`src/rtl/gri_gate_pkg.sv`:
```
// Shared types for the repetition-interval pulse window gate.
package gri_gate_pkg;
    typedef enum logic [1:0] {
        V_EARLY = 2'd0,
        V_HIT   = 2'd1,
        V_LATE  = 2'd2
    } verdict_e;
endpackage

```
`src/rtl/gri_window_classify.sv`:
```
// Classifies a time value against expected +/- margin.
// Assumes: all quantities are TW-bit modular; "after" means signed difference > 0.
module gri_window_classify #(
    parameter int TW = 16
) (
    input  logic [TW-1:0]          t,
    input  logic [TW-1:0]          expected,
    input  logic [TW-1:0]          margin,
    output gri_gate_pkg::verdict_e verdict
);
    logic [TW-1:0] lo_edge, hi_edge, d_lo, d_hi;
    logic          after_lo, after_hi;

    assign lo_edge  = expected - margin;
    assign hi_edge  = expected + margin;
    assign d_lo     = t - lo_edge;
    assign d_hi     = t - hi_edge;
    assign after_lo = !d_lo[TW-1] && (d_lo != '0);
    assign after_hi = !d_hi[TW-1] && (d_hi != '0);

    // Pick the verdict from the two wrap-safe comparisons.
    always_comb begin
        if (!after_lo)      verdict = gri_gate_pkg::V_EARLY;
        else if (!after_hi) verdict = gri_gate_pkg::V_HIT;
        else                verdict = gri_gate_pkg::V_LATE;
    end
endmodule

```
`src/rtl/gri_frame_seq.sv`:
```
// Tracks the awaited slot, the frame start and the active/staged interval.
// Assumes: advance is asserted once per resolved slot; the staged interval
// is applied when the last slot resolves.
module gri_frame_seq #(
    parameter int TW          = 16,
    parameter int NS          = 4,
    parameter int PERIOD_INIT = 1000,
    localparam int SW         = (NS > 1) ? $clog2(NS) : 1
) (
    input  logic             clk,
    input  logic             rst_n,
    input  logic             advance,
    input  logic             period_load,
    input  logic [TW-1:0]    period_value,
    input  logic [NS*TW-1:0] slot_offsets,
    output logic [SW-1:0]    slot,
    output logic [TW-1:0]    expected
);
    logic [TW-1:0] offs [NS];
    logic [TW-1:0] frame_base, act_period, pend_period;
    logic          pend_valid;
    logic          boundary;

    generate
        for (genvar i = 0; i < NS; i++) begin : g_unpack
            assign offs[i] = slot_offsets[i*TW +: TW];
        end
    endgenerate

    assign expected = frame_base + offs[slot];
    assign boundary = advance && (slot == SW'(NS-1));

    // Slot pointer, frame start and interval staging.
    always_ff @(posedge clk) begin
        if (!rst_n) begin
            slot        <= '0;
            frame_base  <= '0;
            act_period  <= TW'(PERIOD_INIT);
            pend_period <= '0;
            pend_valid  <= 1'b0;
        end else begin
            if (boundary) begin
                slot       <= '0;
                frame_base <= frame_base + act_period;
                if (pend_valid) act_period <= pend_period;
                pend_valid <= 1'b0;
            end else if (advance) begin
                slot <= slot + 1'b1;
            end
            if (period_load) begin
                pend_period <= period_value;
                pend_valid  <= 1'b1;
            end
        end
    end
endmodule

```
`src/rtl/gri_pulse_gate.sv`:
```
// Window gate for time-stamped pulse records against a repeating frame.
// Assumes: one decision per clock; a late record is held and judged again
// against the next slot; timeouts are only taken when no record is waiting.
module gri_pulse_gate #(
    parameter int TW          = 16,
    parameter int PW          = 8,
    parameter int NS          = 4,
    parameter int PERIOD_INIT = 1000,
    localparam int SW         = (NS > 1) ? $clog2(NS) : 1
) (
    input  logic             clk,
    input  logic             rst_n,
    input  logic             rec_valid,
    output logic             rec_ready,
    input  logic [TW-1:0]    rec_time,
    input  logic [PW-1:0]    rec_phase,
    input  logic [TW-1:0]    cur_time,
    input  logic [TW-1:0]    margin,
    input  logic [NS*TW-1:0] slot_offsets,
    input  logic             period_load,
    input  logic [TW-1:0]    period_value,
    output logic             out_valid,
    output logic [SW-1:0]    out_slot,
    output logic [PW-1:0]    out_phase,
    output logic [TW-1:0]    out_time,
    output logic [NS-1:0]    missed
);
    import gri_gate_pkg::*;

    logic          held_v;
    logic [TW-1:0] held_t;
    logic [PW-1:0] held_ph;
    logic          cand_v;
    logic [TW-1:0] cand_t;
    logic [PW-1:0] cand_ph;
    logic [SW-1:0] slot;
    logic [TW-1:0] expected;
    verdict_e      v_rec, v_now;
    logic          hit, late, tmo, advance;

    assign rec_ready = !held_v;
    assign cand_v    = held_v || rec_valid;
    assign cand_t    = held_v ? held_t  : rec_time;
    assign cand_ph   = held_v ? held_ph : rec_phase;

    gri_frame_seq #(.TW(TW), .NS(NS), .PERIOD_INIT(PERIOD_INIT)) u_seq (
        .clk          (clk),
        .rst_n        (rst_n),
        .advance      (advance),
        .period_load  (period_load),
        .period_value (period_value),
        .slot_offsets (slot_offsets),
        .slot         (slot),
        .expected     (expected)
    );

    gri_window_classify #(.TW(TW)) u_rec_cls (
        .t(cand_t), .expected(expected), .margin(margin), .verdict(v_rec)
    );

    gri_window_classify #(.TW(TW)) u_now_cls (
        .t(cur_time), .expected(expected), .margin(margin), .verdict(v_now)
    );

    assign hit     = cand_v && (v_rec == V_HIT);
    assign late    = cand_v && (v_rec == V_LATE);
    assign tmo     = !cand_v && (v_now == V_LATE);
    assign advance = hit || late || tmo;

    // Hold a late record for re-evaluation; release it on any other verdict.
    always_ff @(posedge clk) begin
        if (!rst_n) begin
            held_v  <= 1'b0;
            held_t  <= '0;
            held_ph <= '0;
        end else if (late) begin
            held_v  <= 1'b1;
            held_t  <= cand_t;
            held_ph <= cand_ph;
        end else if (cand_v) begin
            held_v  <= 1'b0;
        end
    end

    // Per-slot missed flags: cleared on accept, set on late or timeout.
    always_ff @(posedge clk) begin
        if (!rst_n)             missed <= '1;
        else if (hit)           missed[slot] <= 1'b0;
        else if (late || tmo)   missed[slot] <= 1'b1;
    end

    // Registered output record.
    always_ff @(posedge clk) begin
        if (!rst_n) begin
            out_valid <= 1'b0;
            out_slot  <= '0;
            out_phase <= '0;
            out_time  <= '0;
        end else begin
            out_valid <= hit;
            if (hit) begin
                out_slot  <= slot;
                out_phase <= cand_ph;
                out_time  <= cand_t;
            end
        end
    end
endmodule

```
`config.mk`:
```
export PLATFORM = sky130hd
export DESIGN_NAME = gri_pulse_gate
export DESIGN_NICKNAME = d
export VERILOG_FILES = /design/src/rtl/gri_gate_pkg.sv /design/src/rtl/gri_window_classify.sv /design/src/rtl/gri_frame_seq.sv /design/src/rtl/gri_pulse_gate.sv
export SDC_FILE = /design/constraint.sdc
export NUM_CORES = 1
export LEC_CHECK = 0
export ABC_AREA = 1
export ABC_CLOCK_PERIOD_IN_PS = 6900
export BUFFER_PORTS_ARGS = -buffer_cell sky130_fd_sc_hd__buf_4
export CAP_MARGIN = 30
export CELL_PAD_IN_SITES_DETAIL_PLACEMENT = 1
export CELL_PAD_IN_SITES_GLOBAL_PLACEMENT = 1
export CORE_UTILIZATION = 41
export DETAILED_ROUTE_END_ITERATION = 6
export PLACE_DENSITY_LB_ADDON = 0.1
export SETUP_SLACK_MARGIN = 0.15
export SYNTH_ARGS = -nofsm -noshare
export SYNTH_HDL_FRONTEND = slang
export SYNTH_SLANG_ARGS = --single-unit
```
`constraint.sdc`:
```
create_clock -name clk -period 6.9 [get_ports clk]
set_clock_uncertainty 0.2 [all_clocks]
set_input_delay 0.345 -clock clk [delete_from_list [all_inputs] [get_ports clk]]
set_output_delay 0.345 -clock clk [all_outputs]
set_load 0.02 [all_outputs]
```
# Word-level counts from Yosys, hierarchy flattened

Index checks and enable logic that the tools add are counted.

Input bits: 140
Output and inout bits: 32
Flip-flop bits (word level): 107
Logic and storage cells: 79

$add $sub $neg: 9
$lt $le $gt $ge: 3
Reduce and logical (&&, ||, !) cells: 28
Multiplexer cells: 17
Equality and inequality tests: 4
Bitwise logic cells: 5

Operators with widths:

| cell                | count |
|---|---|
| $sub 16x16->16      | 5 |
| $reduce_bool 16->1  | 4 |
| $add 16x16->16      | 3 |
| $mux 16             | 3 |
| $bmux 16 s2         | 1 |
| $logic_and 1x1->1   | 9 |
| $mux 2              | 4 |
| $mux 4              | 2 |
| $mux 8              | 1 |
| $eq 2x2->1 const B  | 3 |
| $logic_not 1->1     | 6 |
| $reduce_bool 2->1   | 3 |
| $mux 1              | 5 |
| $and 4x4->4         | 1 |
| $logic_or 1x1->1    | 4 |
| $not 4->4           | 1 |
| $or 4x4->4          | 1 |
| $ge 3x3->1 const B  | 1 |
| $lt 2x3->1 const B  | 1 |
| $not 2->3           | 1 |
| $add 2x1->2 const B | 1 |
| $demux 1 s2         | 1 |
| $eq 2x1->1 const B  | 1 |
| $ge 2x1->1 const B  | 1 |
| 3 further kinds     | 3 |

# Depth between registers and ports, before layout

Gate-level depths: netlist of run 1.

Word-level depth: 18
Depth in mapped cells: 44
Gate-level depth less buffers: 40

# Modules after synthesis

Synthesis of run 1 repeated with hierarchy kept, for this count alone.

Cell total of the unflattened synthesis: 2034
Area, all modules: 12479.5 um2

By module, submodules not included:

| module                           | cells an instance | instances | seq. area each (um2) | area each (um2) |
|---|---|---|---|---|
| gri_frame_seq                    | 637               | 1         | 1021.0               | 3997.6 |
| gri_window_classify at u_rec_cls | 538               | 1         | 0.0                  | 3113.0 |
| gri_window_classify at u_now_cls | 528               | 1         | 0.0                  | 3020.4 |
| gri_pulse_gate                   | 331               | 1         | 1121.1               | 2348.5 |

# Worst setup path after synthesis of run 1

OpenSTA, ideal clock, no wires.

Kind: flip-flop to flip-flop
From: reg u_seq.slot[0]
To: reg u_seq.frame_base[13]
Path slack: 1.321 ns
Required time: 6.587 ns
Data arrival time: 5.266 ns
Clock period less this slack: 5.579 ns
Stages on the path, launching flop included: 42
Buffers on the path: 5
Setup time: 0.113 ns
Cells stage by stage: dfxtp_1 -> buf_2 -> inv_2 -> clkbuf_1 -> nor2_1 -> o22ai_1 -> ha_1 -> fa_1 -> nand3_1 -> nand2_1 -> a21oi_1 -> nor2_1 -> nor2_1 -> xor2_1 -> inv_1 -> ha_1 -> buf_4 -> inv_2 -> (+6 left out) -> ha_1 -> nand2_1 -> nor3_1 -> o21ai_0 -> nand3_1 -> nand4_1 -> nand2_1 -> nand3_1 -> nand3_1 -> nand2_1 -> nor2_2 -> nand4_2 -> nand2_4 -> nand2_4 -> buf_6 -> buf_6 -> o21ai_1 -> nor2_1

Longest elaborated chain between the ends: 16
Elaborated cells on any way between the ends: 37
Those cells by class: 7 x add/sub; 4 x eq/ne; 7 x mux; 1 x bitwise; 18 x reduce/logical

RTL lines:

| item                                                  | line                                       | text |
|---|---|---|
| start: declaration                                    | gri_frame_seq.sv:16                        | `output logic [SW-1:0] slot,` |
| start signal: assignment                              | gri_frame_seq.sv:48                        | `slot <= slot + 1'b1;` |
| $not 2->3 (not written as such)                       | gri_frame_seq.sv:30                        | `assign expected = frame_base + offs[slot];` |
| $bmux 16 s2                                           | gri_frame_seq.sv:30                        |  |
| $mux 16 (not written as such) (2 in a row)            | gri_frame_seq.sv:30                        |  |
| $add 16x16->16                                        | gri_frame_seq.sv:30                        |  |
| $add 16x16->16                                        | gri_window_classify.sv:15                  | `assign hi_edge = expected + margin;` |
| $sub 16x16->16                                        | gri_window_classify.sv:17                  | `assign d_hi = t - hi_edge;` |
| $reduce_bool 16->1 or $logic_not 1->1 (tied branches) | gri_window_classify.sv:19                  | `assign after_hi = !d_hi[TW-1] && (d_hi != '0);` |
| $logic_and 1x1->1                                     | gri_window_classify.sv:19                  |  |
| $mux 2                                                | gri_window_classify.sv:24                  | `else if (!after_hi) verdict = gri_gate_pkg::V_HIT;` |
| $mux 2                                                | gri_window_classify.sv:23                  | `if (!after_lo) verdict = gri_gate_pkg::V_EARLY;` |
| $eq 2x1->1 or $eq 2x2->1 (tied branches)              | gri_pulse_gate.sv:65, gri_pulse_gate.sv:66 |  |
| $logic_and 1x1->1, on equally long branches           | gri_pulse_gate.sv:65, gri_pulse_gate.sv:66 |  |
| $logic_or 1x1->1 (2 in a row)                         | gri_pulse_gate.sv:68                       | `assign advance = hit \|\| late \|\| tmo;` |
| $logic_and 1x1->1 (*)                                 | gri_frame_seq.sv:31                        | `assign boundary = advance && (slot == SW'(NS-1));` |
| end signal: assignment                                | gri_frame_seq.sv:44                        | `frame_base <= frame_base + act_period;` |
| end: declaration                                      | gri_frame_seq.sv:20                        | `logic [TW-1:0] frame_base, act_period, pend_period;` |

Mark *: on every way between the ends. The rest lies on a longest branch, timed or not. The select of a mux whose other input is x is not followed.
A chain may end at the register's enable or synchronous reset.

# Worst setup path in the final report of run 1

From: reg u_seq.slot[0]
To: reg held_t[11]

Longest elaborated chain between the ends: 13
Elaborated cells on any way between the ends: 19
Those cells by class: 5 x add/sub; 1 x eq/ne; 5 x mux; 1 x bitwise; 7 x reduce/logical

RTL lines:

| item                                                  | line                      | text |
|---|---|---|
| $not 2->3 (not written as such) (*)                   | gri_frame_seq.sv:30       |  |
| $bmux 16 s2 (*)                                       | gri_frame_seq.sv:30       |  |
| $mux 16 (not written as such) (*) (2 in a row)        | gri_frame_seq.sv:30       |  |
| $add 16x16->16 (*)                                    | gri_frame_seq.sv:30       |  |
| $add 16x16->16                                        | gri_window_classify.sv:15 |  |
| $sub 16x16->16                                        | gri_window_classify.sv:17 |  |
| $reduce_bool 16->1 or $logic_not 1->1 (tied branches) | gri_window_classify.sv:19 |  |
| $logic_and 1x1->1                                     | gri_window_classify.sv:19 |  |
| $mux 2                                                | gri_window_classify.sv:24 |  |
| $mux 2 (*)                                            | gri_window_classify.sv:23 |  |
| $eq 2x2->1 (*)                                        | gri_pulse_gate.sv:66      | `assign late = cand_v && (v_rec == V_LATE);` |
| $logic_and 1x1->1 (*)                                 | gri_pulse_gate.sv:66      |  |
| end signal: assignment                                | gri_pulse_gate.sv:78      | `held_t <= cand_t;` |
| end: declaration                                      | gri_pulse_gate.sv:31      | `logic [TW-1:0] held_t;` |

Marks and branches as above.

==> results.cfg, run 1 <==
[outcome]
status = complete, but fails checks
violations = DRC

[worst_setup_path]
cp.required_ns = 7.00
cp-start-kind = flip-flop
max_stage_delay_ns = 0.51
cpMostUsedCell = nand2_1
crit_slowest_cell = nor2_4
critPathArrivalTime_ns = 6.50
worstSetupPathType = reg -> reg
cp_max_fo = 20
endpoint_kind = flip-flop

[min_path]
hold_path.class = in -> reg

[finish]
final_layout_size_suffix_gt1_share_pct = 16.4
final_common_cell = nand2_1
syn2layout_area_growth_pct = 17.8
design_area_um2 = 13000
layout.nets = 2125
layout_common_cells = nand2_1, nor2_1, inv_1
diodes = 0

[yosys]
synth_top_family_by_area = simple AND/OR/NAND/NOR gates
synth_edf_count = 0
synth_compound_area_share_pct = 13.1
synthMuxAreaShare_pct = 1.73
yosysWarnings = 0
ys_seq_area_share_pct = 19.5
synth.avg_cell_area_um2 = 6.36
synth_cells = 1729
synth_cell_type_count = 51
synth_simple_gate_area_share_pct = 34.7
syn_area_um2 = 11000
synth_ff_type = dfxtp_1
synth_xor_area_share_pct = 6.28
ys_ff_latch = 107
synth_fa_ha_area_share_pct = 13.7
synthArstFlopShare_pct = 0
syn_nets = 1985

[floorplanning]
initial_core_util_pct = 42.0
die_area_um2 = 27500
row_count = 59
core_area_um2 = 26200
die_w_um = 166
die_h_um = 166
ioPinCount = 172

[sta]
min_period_ns = 6.40
hold_ws_ns = 0.0171
hold_viol_final = 0
tightest_slew_ns = 0.981
period_share_pct = 92.7
rsz0062_at_grt = false
setup-tns-final_ns = 0
fmax_ghz = 0.156
drv_slew = 0
fin_ws_ns = 0.500
finalSetupViolCount = 0
slew_headroom_pct = 34.6

[grt]
grt_pass1_vias = 12000
antenna_found_initial = 1
grt_max_degree = 103
use_met2_pct = 50.1
grt_first_pass_wirelength_um = 60200
use_met1_pct = 32.5
globalRouteTotalUtil_pct = 27.3
gr-total-overflow = 0
top_usage_layer = met2
grt_use_met3_pct = 2.53

[routing]
drc = 5
drtAntennaViolNets = 0
drt-wirelength-per-cell_um = 17.3
via_per_inst = 5.30
drt_first_pass_iters = 7
wl_um = 38200
first_iter_violations = 524
routed-via-count = 11700

[clocking]
cts_max_level = 3
clk_pin_slew_worst_paths_ns = 0.09
cts_tree = yes
cts-root-buf = clkbuf_16
clk_latency_ns = 0.37
cts_buffers = 9
cts_buffer_depth = 2
clock_sinks = 107

[placed_design]
dp_slack_ns = 0.0533
place_area_um2 = 12400
gp_congestion = 0.907
hpwl_um = 31500
io_buffers = 171

[run]
cap_violations = 0
## path summary, 6_finish.rpt
check | startpoint | end | slack [ns] | cells past startpoint
worst min register to register | u_seq.pend_period[12] | u_seq.pend_period[12] | 0.26 | 2
worst min-delay path | period_value[3] | u_seq.pend_period[3] | 0.02 | 3
worst max-delay path | u_seq.slot[0] | held_t[11] | 0.50 | 30
worst max register to register | u_seq.slot[0] | held_t[11] | 0.50 | 30
## area by class of cell
type	count	area, um2
Fill cell	3582	13200
Multi-Input combinational cell	1338	7800
Sequential cell	107	2140
Timing Repair Buffer	185	1420
Inverter	228	878
Tap cell	335	419
Clock buffer	10	239
Clock inverter	6	65.1
## worst max-delay path, delay by kind of cell (launching register included)
family,cells,cell delay [ns]
buffers and inverters,2,0.26
and+or+nand+nor,12,1.89
AOI/OAI and AO/OA,10,1.62
adders and majority gates,4,1.48
DFF,1,0.35
xor gates and xnor gates,2,0.49
## stage by stage
stage | util [%] | cells
after floorplan | - | 1729
after global placement | 47.3 | 2184
after detailed placement | 47.3 | 2184
after CTS | 48.7 | 2203
after global routing | 49.4 | 2209
final | 49.4 | 2209
## flip-flops by register name, indices dropped and copies added (netlist names), named ones only
name / cells
out_valid: 1
u_seq.act_period: 16
held_v: 1
out_phase: 8
held_ph: 8
held_t: 16
u_seq.slot: 2
u_seq.frame_base: 16
u_seq.pend_valid: 1
u_seq.pend_period: 16
out_slot: 2
out_time: 16
## cell usage after synthesis, types with 3 or more instances
library cell,n,area [um2]
nand3_1,131,656
xnor2_1,15,131
nand4_1,37,231
buf_6,11,124
nand3_2,9,90.1
ha_1,108,1350
buf_4,9,67.6
nand2_1,370,1390
o21bai_1,11,82.6
a21o_1,5,37.5
xor2_1,62,543
nand2_2,23,144
nand3b_1,4,30.0
dfxtp_1,107,2140
clkbuf_1,20,75.1
a21oi_2,8,70.1
nor3b_1,3,22.5
buf_2,13,65.1
fa_1,8,160
inv_2,19,71.3
o21ai_1,26,130
nor3_1,26,130
a21oi_1,76,380
nor2_2,9,56.3
a31oi_1,8,50.1
o21ai_0,96,480
buf_1,6,22.5
inv_1,207,777
nor2_1,234,878
mux2i_1,19,190
o211ai_1,3,22.5
a21boi_0,3,22.5
nand2_4,5,56.3
o22ai_1,15,93.8
or2_1,4,25.0
## cell families (layout without fill, tap and decap cells)
family          Yosys count  after routing
xor+xnor                 78             78
compound gates          258            258
simple gates            864            867
flops                   107            107
buf+inv                 287            429
mux                      19             19
fa+ha+maj               116            116
## routing by layer
layer  up-vias  wire length [um]
li1       5875                 -
met1      5567             16700
met2       203             19100
met3        58               996
met4         2              1440
met5         -                12
## repair_timing
action,in CTS,in global routing
hold endpoints to repair,3,0
pin swaps,0,5
setup buffers,0,3
hold buffers,3,0
gates resized for setup,3,31
cloned,0,3
endpoints found under the setup margin,25,91
Power of run 1 is left out: the tool's default activity adds up to more than one toggle a clock period on the data nets, which glitch-free logic cannot reach.
==> inputs of run 2 (changes only) <==
- BUFFER_PORTS_ARGS: -buffer_cell sky130_fd_sc_hd__buf_4 -> not set
- CORE_UTILIZATION: 41 -> 46
- DONT_BUFFER_PORTS: not set -> 1
==> results.cfg, run 2 (synthesized netlist as in run 1, its figures left out) <==
[worst_setup_path]
cpMostUsedCell = nand2_1
worstSetupPathType = reg -> reg
max_stage_delay_ns = 0.43
crit_slowest_cell = fa_1
path_delay_family = simple AND/OR/NAND/NOR gates
cp-start-kind = flip-flop
cp.required_ns = 6.97
cp_max_fo = 25
critPathArrivalTime_ns = 6.41
ff2ff_setup_slack_ns = 0.56
endpoint_kind = flip-flop
path_buf_inv = 5

[routing]
wl_um = 36900
routed-via-count = 11100
drc = 0
drt-wirelength-per-cell_um = 18.0
drt_first_pass_iters = 5
drtAntennaViolNets = 0
via_per_inst = 5.45
first_iter_violations = 544

[clocking]
cts_max_level = 3
cts_tree = yes
cts_buffer_depth = 2
cts_buffers = 9
cts-root-buf = clkbuf_16
clk_pin_slew_worst_paths_ns = 0.07
clk_latency_ns = 0.35
clock_sinks = 107

[floorplanning]
die_w_um = 157
die_area_um2 = 24500
core_area_um2 = 23500
row_count = 56
die_h_um = 157
ioPinCount = 172
initial_core_util_pct = 46.9

[sta]
finalSetupViolCount = 0
setup-tns-final_ns = 0
min_period_ns = 6.34
slew_headroom_pct = 28.5
drv_slew = 0
hold_viol_final = 0
tightest_slew_ns = 1.07
rsz0062_at_grt = true
period_share_pct = 91.9
fmax_ghz = 0.158

[grt]
gr-total-overflow = 0
grt_pass1_vias = 11100
antenna_found_initial = 6
grt_max_degree = 99
grt_first_pass_wirelength_um = 56600
globalRouteTotalUtil_pct = 29.5

[finish]
final_layout_size_suffix_gt1_share_pct = 8.55
layout.nets = 1971
syn2layout_area_growth_pct = 8.04
final_common_cell = nand2_1
layout_common_cells = nand2_1, nor2_1, inv_1

[min_path]
hold_path.class = in -> reg

[placed_design]
gp_congestion = 0.967
hpwl_um = 29800
io_buffers = 0

[outcome]
status = finished, final reports clean

[run]
cap_violations = 0
[run 2: cell types whose count changed in the layout (fill, tap and decap cells not counted), moves of 3 or more]
cell | before | now
inv_8 | 4 | 0
buf_4 | 179 | 21
xor2_1 | 59 | 55
dlygate4sd3_1 | 3 | 8
diode_2 | 0 | 7
xor2_2 | 4 | 7
[run 2: path summary, 6_finish.rpt]
kind | end | cells after the start | from
setup / recovery | u_seq.frame_base[15] | 36 | u_seq.slot[0]
hold / removal | u_seq.pend_period[12] | 2 | rst_n
setup reg to reg | u_seq.frame_base[15] | 36 | u_seq.slot[0]
hold reg to reg | u_seq.pend_period[11] | 2 | u_seq.pend_period[11]
[run 2: worst register-to-register path: cells and delay by family, from the launching register on]
kind | cells | cell delay (ns)
AOI/OAI and AO/OA | 6 | 1.09
xor gates and xnor gates | 2 | 0.34
adders and majority gates | 4 | 1.40
buffers and inverters | 5 | 0.67
DFF | 1 | 0.33
and+or+nand+nor | 19 | 2.18
[run 2: layout make-up]
type / count / area, um2
Fill cell: 3232 / 11600
Sequential cell: 107 / 2140
Tap cell: 319 / 399
Clock inverter: 7 / 100
Clock buffer: 9 / 225
Inverter: 228 / 882
Multi-Input combinational cell: 1339 / 7850
Antenna cell: 7 / 17.5
Timing Repair Buffer: 30 / 265
[run 2: repair_timing]
action | in CTS | in global routing
setup buffers | 0 | 11
hold buffers | 8 | 1
resized for setup | 4 | 31
gates cloned | 0 | 4
setup endpoints to repair | 16 | 90
endpoints found under the hold margin | 100 | 1
pin swaps | 0 | 5
[run 2: through the flow]
stage	hold slack (ns)	instance area, um2	std cells	utilization (%)	setup WS, ns
6_report	0.00356	11900	2046	50.6	0.560
5_1_grt	0.000894	11900	2040	50.6	0.0103
4_1_cts	0.000721	11600	2023	49.3	0.214
3_5_place_dp	0.246	11100	1999	47.4	0.0594
3_3_place_gp	0.241	11100	1999	47.4	0.301
2_1_floorplan	0.230	11000	1729	-	1.32
[run 2: layer usage]
layer	part of all wire, %	up-vias	global-route usage [%]
met5	0	-	0
met4	2.9	0	10.5
met3	5.8	56	6.01
met2	48	233	50.9
met1	43	5253	36.2
li1	-	5599	-
Power of run 2 is left out for the same reason.
